<file path="src/rtl/flash_xlate_pkg.sv">
package flash_xlate_pkg;

    localparam int ADDR_W     = 24;
    localparam int PAGE_SMALL = 264;
    localparam int PAGE_LARGE = 528;
    localparam int SHIFT_KNEE = 512;

    // Bit position of the page field for a given page size.
    function automatic int page_shift(input int page_bytes);
        return (page_bytes > SHIFT_KNEE) ? 10 : 9;
    endfunction

    typedef enum logic [0:0] {
        ST_IDLE   = 1'b0,
        ST_DIVIDE = 1'b1
    } xlate_state_e;

endpackage

</file>
<file path="src/rtl/flash_xlate_div.sv">
module flash_xlate_div #(
    parameter int W  = 24,
    parameter int DW = 10
) (
    input  logic          clk,
    input  logic          rst_n,
    input  logic          load,
    input  logic [W-1:0]  dividend,
    input  logic [DW-1:0] divisor,
    output logic [W-1:0]  quot_nxt,
    output logic [DW-1:0] rem_nxt,
    output logic          last
);
    localparam int CW = (W > 1) ? $clog2(W) : 1;

    typedef struct packed {
        logic          run;
        logic [CW-1:0] cnt;
        logic [W-1:0]  work;
        logic [DW-1:0] rem;
        logic [DW-1:0] dvs;
    } div_reg_t;

    div_reg_t q, d;
    logic [DW:0] trial;
    logic [DW:0] diff;
    logic        fits;

    always_comb begin
        d     = q;
        trial = {q.rem, q.work[W-1]};
        diff  = trial - {1'b0, q.dvs};
        fits  = (trial >= {1'b0, q.dvs});
        last  = q.run && (q.cnt == CW'(W - 1));
        if (load) begin
            d.run  = 1'b1;
            d.cnt  = '0;
            d.work = dividend;
            d.rem  = '0;
            d.dvs  = divisor;
        end else if (q.run) begin
            d.rem  = fits ? diff[DW-1:0] : trial[DW-1:0];
            d.work = {q.work[W-2:0], fits};
            d.cnt  = q.cnt + 1'b1;
            if (last) begin
                d.run = 1'b0;
            end
        end
        quot_nxt = d.work;
        rem_nxt  = d.rem;
    end

    always_ff @(posedge clk or negedge rst_n) begin
        if (!rst_n) begin
            q <= '0;
        end else begin
            q <= d;
        end
    end

endmodule

</file>
<file path="src/rtl/flash_xlate_pack.sv">
module flash_xlate_pack #(
    parameter int W        = 24,
    parameter int DW       = 10,
    parameter int SH_SMALL = 9,
    parameter int SH_LARGE = 10
) (
    input  logic          wide_page,
    input  logic [W-1:0]  quotient,
    input  logic [DW-1:0] remainder,
    output logic [W-1:0]  packed_addr
);
    logic [W-1:0] shifted;

    always_comb begin
        shifted     = wide_page ? (quotient << SH_LARGE) : (quotient << SH_SMALL);
        packed_addr = shifted | W'(remainder);
    end

endmodule

</file>
<file path="src/rtl/flash_addr_xlate.sv">
module flash_addr_xlate
    import flash_xlate_pkg::*;
#(
    parameter int AW        = ADDR_W,
    parameter int PG_SMALL  = PAGE_SMALL,
    parameter int PG_LARGE  = PAGE_LARGE
) (
    input  logic          clk,
    input  logic          rst_n,
    input  logic          start,
    input  logic [AW-1:0] lin_addr,
    input  logic          page_sel,
    input  logic          pow2_mode,
    output logic          busy,
    output logic          done,
    output logic [AW-1:0] dev_addr
);
    localparam int DW       = $clog2(PG_LARGE + 1);
    localparam int SH_SMALL = page_shift(PG_SMALL);
    localparam int SH_LARGE = page_shift(PG_LARGE);

    typedef struct packed {
        xlate_state_e  st;
        logic          wide;
        logic          done;
        logic [AW-1:0] result;
    } ctl_reg_t;

    ctl_reg_t q, d;

    logic          div_load;
    logic [DW-1:0] div_divisor;
    logic [AW-1:0] quot_nxt;
    logic [DW-1:0] rem_nxt;
    logic          div_last;
    logic [AW-1:0] packed_addr;

    flash_xlate_div #(
        .W  (AW),
        .DW (DW)
    ) u_div (
        .clk      (clk),
        .rst_n    (rst_n),
        .load     (div_load),
        .dividend (lin_addr),
        .divisor  (div_divisor),
        .quot_nxt (quot_nxt),
        .rem_nxt  (rem_nxt),
        .last     (div_last)
    );

    flash_xlate_pack #(
        .W        (AW),
        .DW       (DW),
        .SH_SMALL (SH_SMALL),
        .SH_LARGE (SH_LARGE)
    ) u_pack (
        .wide_page   (q.wide),
        .quotient    (quot_nxt),
        .remainder   (rem_nxt),
        .packed_addr (packed_addr)
    );

    always_comb begin
        d           = q;
        d.done      = 1'b0;
        div_load    = 1'b0;
        div_divisor = page_sel ? DW'(PG_LARGE) : DW'(PG_SMALL);
        unique case (q.st)
            ST_IDLE: begin
                if (start) begin
                    if (pow2_mode) begin
                        d.result = lin_addr;
                        d.done   = 1'b1;
                    end else begin
                        div_load = 1'b1;
                        d.wide   = page_sel;
                        d.st     = ST_DIVIDE;
                    end
                end
            end
            ST_DIVIDE: begin
                if (div_last) begin
                    d.result = packed_addr;
                    d.done   = 1'b1;
                    d.st     = ST_IDLE;
                end
            end
            default: d.st = ST_IDLE;
        endcase
    end

    always_ff @(posedge clk or negedge rst_n) begin
        if (!rst_n) begin
            q <= '0;
        end else begin
            q <= d;
        end
    end

    assign busy     = (q.st == ST_DIVIDE);
    assign done     = q.done;
    assign dev_addr = q.result;

endmodule

</file>
<file path="config.mk">
export PLATFORM = sky130hd
export DESIGN_NAME = flash_addr_xlate
export DESIGN_NICKNAME = d
export VERILOG_FILES = /design/src/rtl/flash_xlate_pkg.sv /design/src/rtl/flash_xlate_div.sv /design/src/rtl/flash_xlate_pack.sv /design/src/rtl/flash_addr_xlate.sv
export SDC_FILE = /design/constraint.sdc
export NUM_CORES = 1
export LEC_CHECK = 0
export BUFFER_PORTS_ARGS = -buffer_cell sky130_fd_sc_hd__buf_4
export CORE_MARGIN = 2
export CORE_UTILIZATION = 45
export CTS_CLUSTER_DIAMETER = 120
export DETAILED_ROUTE_END_ITERATION = 8
export PLACE_DENSITY = 0.67
export SETUP_SLACK_MARGIN = 0.4
export SLEW_MARGIN = 40
export SYNTH_ARGS = -nofsm -noshare
export SYNTH_HDL_FRONTEND = slang
export SYNTH_SLANG_ARGS = --single-unit
</file>
<file path="constraint.sdc">
create_clock -name clk -period 2.8 [get_ports clk]
set_clock_uncertainty 0.15 [all_clocks]
set_input_delay 0.14 -clock clk [delete_from_list [all_inputs] [get_ports clk]]
set_output_delay 0.14 -clock clk [all_outputs]
set_load 0.02 [all_outputs]
</file>
# [Yosys cells after proc, flatten, opt, wreduce, memory -nomap -nowiden]
# Index checks and enable logic that the tools add are counted.
[classes] add_sub_neg=2 n_lt_le_gt_ge=1 eq_ne=4 muxes=15 bitwise=3 n_reduce_logical=4
[ops] cell="two-way mux 40 bit" n=2
[ops] cell="two-way mux 25 bit" n=2
[ops] cell="case mux 25 bit (2 select lines)" n=1
[ops] cell="two-way mux 27 bit" n=1
[ops] cell="two-way mux 24 bit" n=1
[ops] cell="bitwise OR 24 x 10 -> 24 bit" n=1
[ops] cell="two-way mux 10 bit" n=2
[ops] cell="greater-or-equal comparator 11 x 10 -> 1 bit" n=1
[ops] cell="subtractor 10 bit" n=1
[ops] cell="AND reduction 3 bit" n=2
[ops] cell="adder 5 x 1 -> 5 bit, second input constant" n=1
[ops] cell="== test 5 bit, second input constant" n=1
[ops] cell="two-way mux 1 bit" n=4
[ops] cell="!= test 2 bit, second input constant" n=2
[ops] cell="two-way mux 2 bit" n=1
[ops] cell="!= test 2 x 1 -> 1 bit, second input constant" n=1
[ops] cell="NOT 1 bit" n=2
[ops] cell="case mux 1 bit (2 select lines)" n=1
[ops] cell="nonzero test 2 bit" n=1
[ops] cell="logical AND 1 bit" n=1
[word_totals] register_bits=77 inputBits=29 output_inout_bits=26 word_cells=39

# [Logic depth before layout (Yosys ltp)]
[logic_depth] ltp_word=9 ltp_mapped=9 ltp_nobuf=9

# [Hierarchy]
# A second synthesis with hierarchy kept.
[unflattened] hier_cells=500 area_unflattened_um2=5038.6
[by_module_without_submodules] module="flash_xlate_div" instances=1 cells_each=326 area_each_um2=3108.0 seq_area_each_um2=1251.2
[by_module_without_submodules] module="flash_addr_xlate" instances=1 cells_each=147 area_each_um2=1629.1 seq_area_each_um2=675.6
[by_module_without_submodules] module="flash_xlate_pack" instances=1 cells_each=27 area_each_um2=301.5 seq_area_each_um2=0.0

# [Worst setup path before layout]
# Ideal clock, no wire load.
[synth_path] kind="flip-flop to flip-flop" start="reg u_div.q[12] in the netlist's numbering" end="reg q, in the netlist dev_addr[8]" setup_ns=0.126 t_arrival_ns=2.244 required_ns=2.524 setup_slack_ns=0.280 stages_incl_launch_ff=10 path_buffers=0 synth_period_minus_slack_ns=2.520 cell_sequence="dfrtp_1 inv_1 ha_1 fa_1 or3b_1 a221o_2 nor2_8 mux2i_1 a21oi_1 a221o_1"
[synth_between] elab_chain_len=7 word_cells_on_any_way=8 classes_between="add/sub (1); order compare (1); mux (5); bitwise (1)"
[synth_rtl] item="start: declaration" line_no="flash_xlate_div.sv:24" source="div_reg_t q, d;"
[synth_rtl] item="start signal: assignment" line_no="flash_xlate_div.sv:55" source="q <= '0;"
[synth_rtl] item="start signal: assignment" line_no="flash_xlate_div.sv:57" source="q <= d;"
[synth_rtl] item="subtractor 10 bit / greater-or-equal comparator 11 x 10 -> 1 bit (equally long branches)" line_no="flash_xlate_div.sv:32, flash_xlate_div.sv:33"
[synth_rtl] item="two-way mux 10 bit (*)" line_no="flash_xlate_div.sv:42" source="d.rem = fits ? diff[DW-1:0] : trial[DW-1:0];"
[synth_rtl] item="two-way mux 40 bit (*)" line_no="flash_xlate_div.sv:41" source="end else if (q.run) begin"
[synth_rtl] item="two-way mux 40 bit (*)" line_no="flash_xlate_div.sv:35" source="if (load) begin"
[synth_rtl] item="bitwise OR 24 x 10 -> 24 bit (*)" line_no="flash_xlate_pack.sv:16" source="packed_addr = shifted | W'(remainder);"
[synth_rtl] item="two-way mux 25 bit (*)" line_no="flash_addr_xlate.sv:83" source="if (div_last) begin"
[synth_rtl] item="case mux 25 bit (2 select lines) (*)" line_no="flash_addr_xlate.sv:69" source="unique case (q.st)"
[synth_rtl] item="end signal: assignment" line_no="flash_addr_xlate.sv:95" source="q <= '0;"
[synth_rtl] item="end signal: assignment" line_no="flash_addr_xlate.sv:97" source="q <= d;"
[synth_rtl] item="end: declaration" line_no="flash_addr_xlate.sv:29" source="ctl_reg_t q, d;"
# Every way passes the cells marked *; elsewhere a longest branch is shown, timed or not. The select of a mux whose other input is x is not followed.
# A chain may end at the register's enable or synchronous reset.

# [Worst setup path in the final report]
# Same ends and word-level chain as after synthesis.

==> metrics.log <==
INFO  metric status = finished clean
INFO  metric clock_sinks = 69
INFO  metric reg_to_reg_slack_setup = ~0.13 ns
INFO  metric synth-edff-count = 0
INFO  metric ant_nets = 0
INFO  metric fin_hold_ws = around 0.076 ns
INFO  metric final_nets = about 440
INFO  metric timing.max_cap.violations = 0
INFO  metric worstPathArrival = 2.74 ns
INFO  metric power.switching_fraction = between 30% and 40%
INFO  metric fp.dieH = 91.78 um
INFO  metric drive_above_1_share = 25.49%
INFO  metric timing.critical_path.fanout_max = 5
INFO  metric ctsLongestPathBuffers = 2
INFO  metric p_clk_share = between 10% and 20%
INFO  metric initial_antenna_violation_count = 0
INFO  metric drt-wirelength-per-cell = 17.12 um
INFO  metric fill_cells = 667
INFO  metric diodes = 0
INFO  metric rr_endpoint = dev_addr[8]$_DFFE_PN0P_
INFO  metric syn_avg_cell_area = 10.70 sq um
INFO  metric cts-buffers-inserted = 9
INFO  metric max-vdd-ir-drop = 0.6565 mV
INFO  metric grt_max_degree = 70
INFO  metric worstHoldEndpoint = u_div.q[49]$_DFF_PN0_
INFO  metric max_freq = 375.2 MHz
INFO  metric total_number_of_yosys_warnings = 0
INFO  metric clk_latency = 0.34 ns
INFO  metric worstPathRequired = around 2.9 ns
INFO  metric grt_remaining_overflow = 0
INFO  metric power.sequential.fraction = 31.7%
INFO  metric yosys.area.top_type_share = 49.80%
INFO  metric ys_top_cells_by_area = dfrtp_1 (50%), mux2i_1 (13%), o21ai_1 (5.8%)
INFO  metric sequential_fraction_of_the_synthesis_area = between 40% and 50%
INFO  metric tightestPinTransition = 0.6641 ns
INFO  metric dpl.hpwl = about 5.7 mm
INFO  metric drt-total-wl = 8.802 mm
INFO  metric clock_h_tree_levels = 3
INFO  metric hold_violations = 0
INFO  metric synthDistinctLibCells = 49
INFO  metric crit-reg2reg-launch = u_div.q[12]$_DFF_PN0_
INFO  metric global_route.usage.total = 21.65%
INFO  metric core_region_area = 0.007607 sq mm
INFO  metric num_vias = 2,798
INFO  metric post_drt_via_cell_ratio = roughly 5.4
INFO  metric p_leak = around 2.2 nW
INFO  metric yosys.cell_count.top_type = dfrtp_1
INFO  metric synth_nets = 359
INFO  metric fin_total_pwr = 0.005932 W
INFO  metric placement_rows = 32
INFO  metric buffer_ports.inserted = 54
INFO  metric synth.cell_area = 0.003467 sq mm
INFO  metric final_setup_vio_count = 0
INFO  metric power.internal = 0.003560 W
INFO  metric final_util = 59.72%
INFO  metric area.growth.synth_to_final = 31.04%
INFO  metric timing.hold.worst_path_depth = 3
INFO  metric worst_hold_path_type = input port to register
INFO  metric endpoint_kind = register
INFO  metric max-slew-margin-rel = approximately 56%
INFO  metric gp_congestion = 0.8837
INFO  metric flop_and_latch_count_out_of_synthesis = 69
INFO  metric root_buffer = clkbuf_8
INFO  metric drcViolationCount = 0
INFO  metric timing.setup.tns = 0 ns
INFO  metric grt_pass1_vias = roughly 2,800
INFO  metric drt-initial-drc-count = 185
INFO  metric critical_path.startpoint_type = register
INFO  metric wire_length_of_the_first_global_routing_pass = ~14 mm
INFO  metric die-area = ~0.0084 sq mm
INFO  metric net-switching-power = 0.002372 W
INFO  metric synthCells = ~320
INFO  metric die_w = 91.78 um
INFO  metric fin_crit = 2.665 ns
INFO  metric min_period_over_period = a little over nine tenths
INFO  metric ys_top_cells_by_count = dfrtp_1 (69), mux2i_1 (45), nand2_1 (42), o21ai_1 (40), a22oi_1 (21)
INFO  metric synth_flop_cell = dfrtp_1
INFO  metric num_io_pins = 55
INFO  metric drt-pass1-iter-count = 5
INFO  metric tritoncts = done
INFO  metric crit_type = register to register
INFO  metric r2r.worst_path.cells = 9
INFO  metric initial_core_util = 45.58%
INFO  metric share_of_flip_flops_with_an_asynchronous_set_or_reset_after_synthesis = 100.0%
INFO  metric synth_area_leader = dfrtp_1
INFO  metric pwr_density_cell = around 1300 mW/mm^2
INFO  metric comb_power_share = 51.3%
INFO  metric final-max-slew-violation-count = 0
INFO  metric clock_pin_slew_of_the_registers_on_the_worst_case_setup_and_hold_paths = 0.08 ns
INFO  metric holdCritStartpoint = start
INFO  metric grt_setup_unrepaired = yes
==> kinds of logic (layout without fill, tap and decap cells) <==
group	after synthesis	count (layout)	share of synthesized area [%]
adders and majority gates	6	6	2.382
buffers and inverters	27	115	4.222
muxes	45	45	12.99
xor gates and xnor gates	9	9	2.274
and+or+nand+nor	79	79	12.16
AOI/OAI and AO/OA	89	89	16.17
DFF	69	69	49.80
==> area by class of cell <==
class	count	area, sq um	area share, %
clock inverters	4	95.09	2.093
multi-input cells	228	1648	36.27
repair buffers	93	767.0	16.88
flip-flops and latches	69	1728	38.03
clock buffers	11	151.4	3.332
inverters	7	26.28	0.5784
well taps	102	127.6	2.809
==> how the worst max path moves through the flow <==
stage,startpoint,endpoint,cells past startpoint
after detailed placement,u_div.q[12]$_DFF_PN0_,dev_addr[8]$_DFFE_PN0P_,9
after floorplan,u_div.q[12]$_DFF_PN0_,dev_addr[8]$_DFFE_PN0P_,9
after CTS,u_div.q[12]$_DFF_PN0_,dev_addr[8]$_DFFE_PN0P_,9
after global routing,u_div.q[12]$_DFF_PN0_,dev_addr[8]$_DFFE_PN0P_,9
final,u_div.q[12]$_DFF_PN0_,dev_addr[8]$_DFFE_PN0P_,9
after global placement,u_div.q[12]$_DFF_PN0_,dev_addr[8]$_DFFE_PN0P_,9
==> through the flow <==
step                worst slack (ns)  instance area, sq um  cells
floorplan                     0.3128                  3467    324
global placement              0.2117                  3926    466
detailed placement            0.1356                  3930    466
CTS                          0.07615                  4481    509
global route                 0.05499                  4543    514
finish                        0.1347                  4543    514
==> cell usage in the layout (no fill, tap or decap), types with 4 or more instances in the layout <==
cell	instances
dfrtp_1	68
buf_4	66
mux2i_1	43
nand2_1	42
o21ai_1	40
dlygate4sd3_1	26
a22oi_1	21
nor2_1	16
clkbuf_8	11
a21oi_1	7
o21ai_0	6
xor2_1	6
inv_1	4
ha_1	4
==> power groups by stage <==
stage               clock (W)  sequential, W  combinational [W]
floorplan                   0        0.00199            0.00180
global placement            0        0.00187            0.00265
detailed placement          0        0.00187            0.00270
CTS                   0.00103        0.00187            0.00288
global route          0.00107        0.00193            0.00334
finish                0.00101        0.00188            0.00304
==> sequential cells by signal, summed over array words and instances (netlist names) <==
register,flops
done,1
q,1
busy,1
u_div.q,42
dev_addr,24
==> worst max-delay path, stage by stage (launching register included) <==
cell	delay [ns]
dfrtp_1	0.40
inv_2	0.08
ha_4	0.13
fa_2	0.20
or3b_4	0.39
a221o_2	0.42
nor2_8	0.16
mux2i_4	0.26
a21oi_2	0.08
a221o_1	0.29
==> repair_timing <==
action,CTS,global route
pin swaps,8,6
gates resized for setup,7,4
buffers inserted,2,5
hold buffers,26,0
hold endpoints to repair,119,0
setup endpoints to repair,13,15
==> metal layers <==
metal  GRT usage [%]  up-vias  share of wire [%]  wire [um]
met5               0        -                  0          0
met4           5.597        0                1.1         98
met3           6.245        6                6.4        567
met2           33.03       87                 46       4018
met1           30.50     1379                 47       4118
li1                -     1326                  -          -
Note: power is estimated with default switching activity, not from simulation.
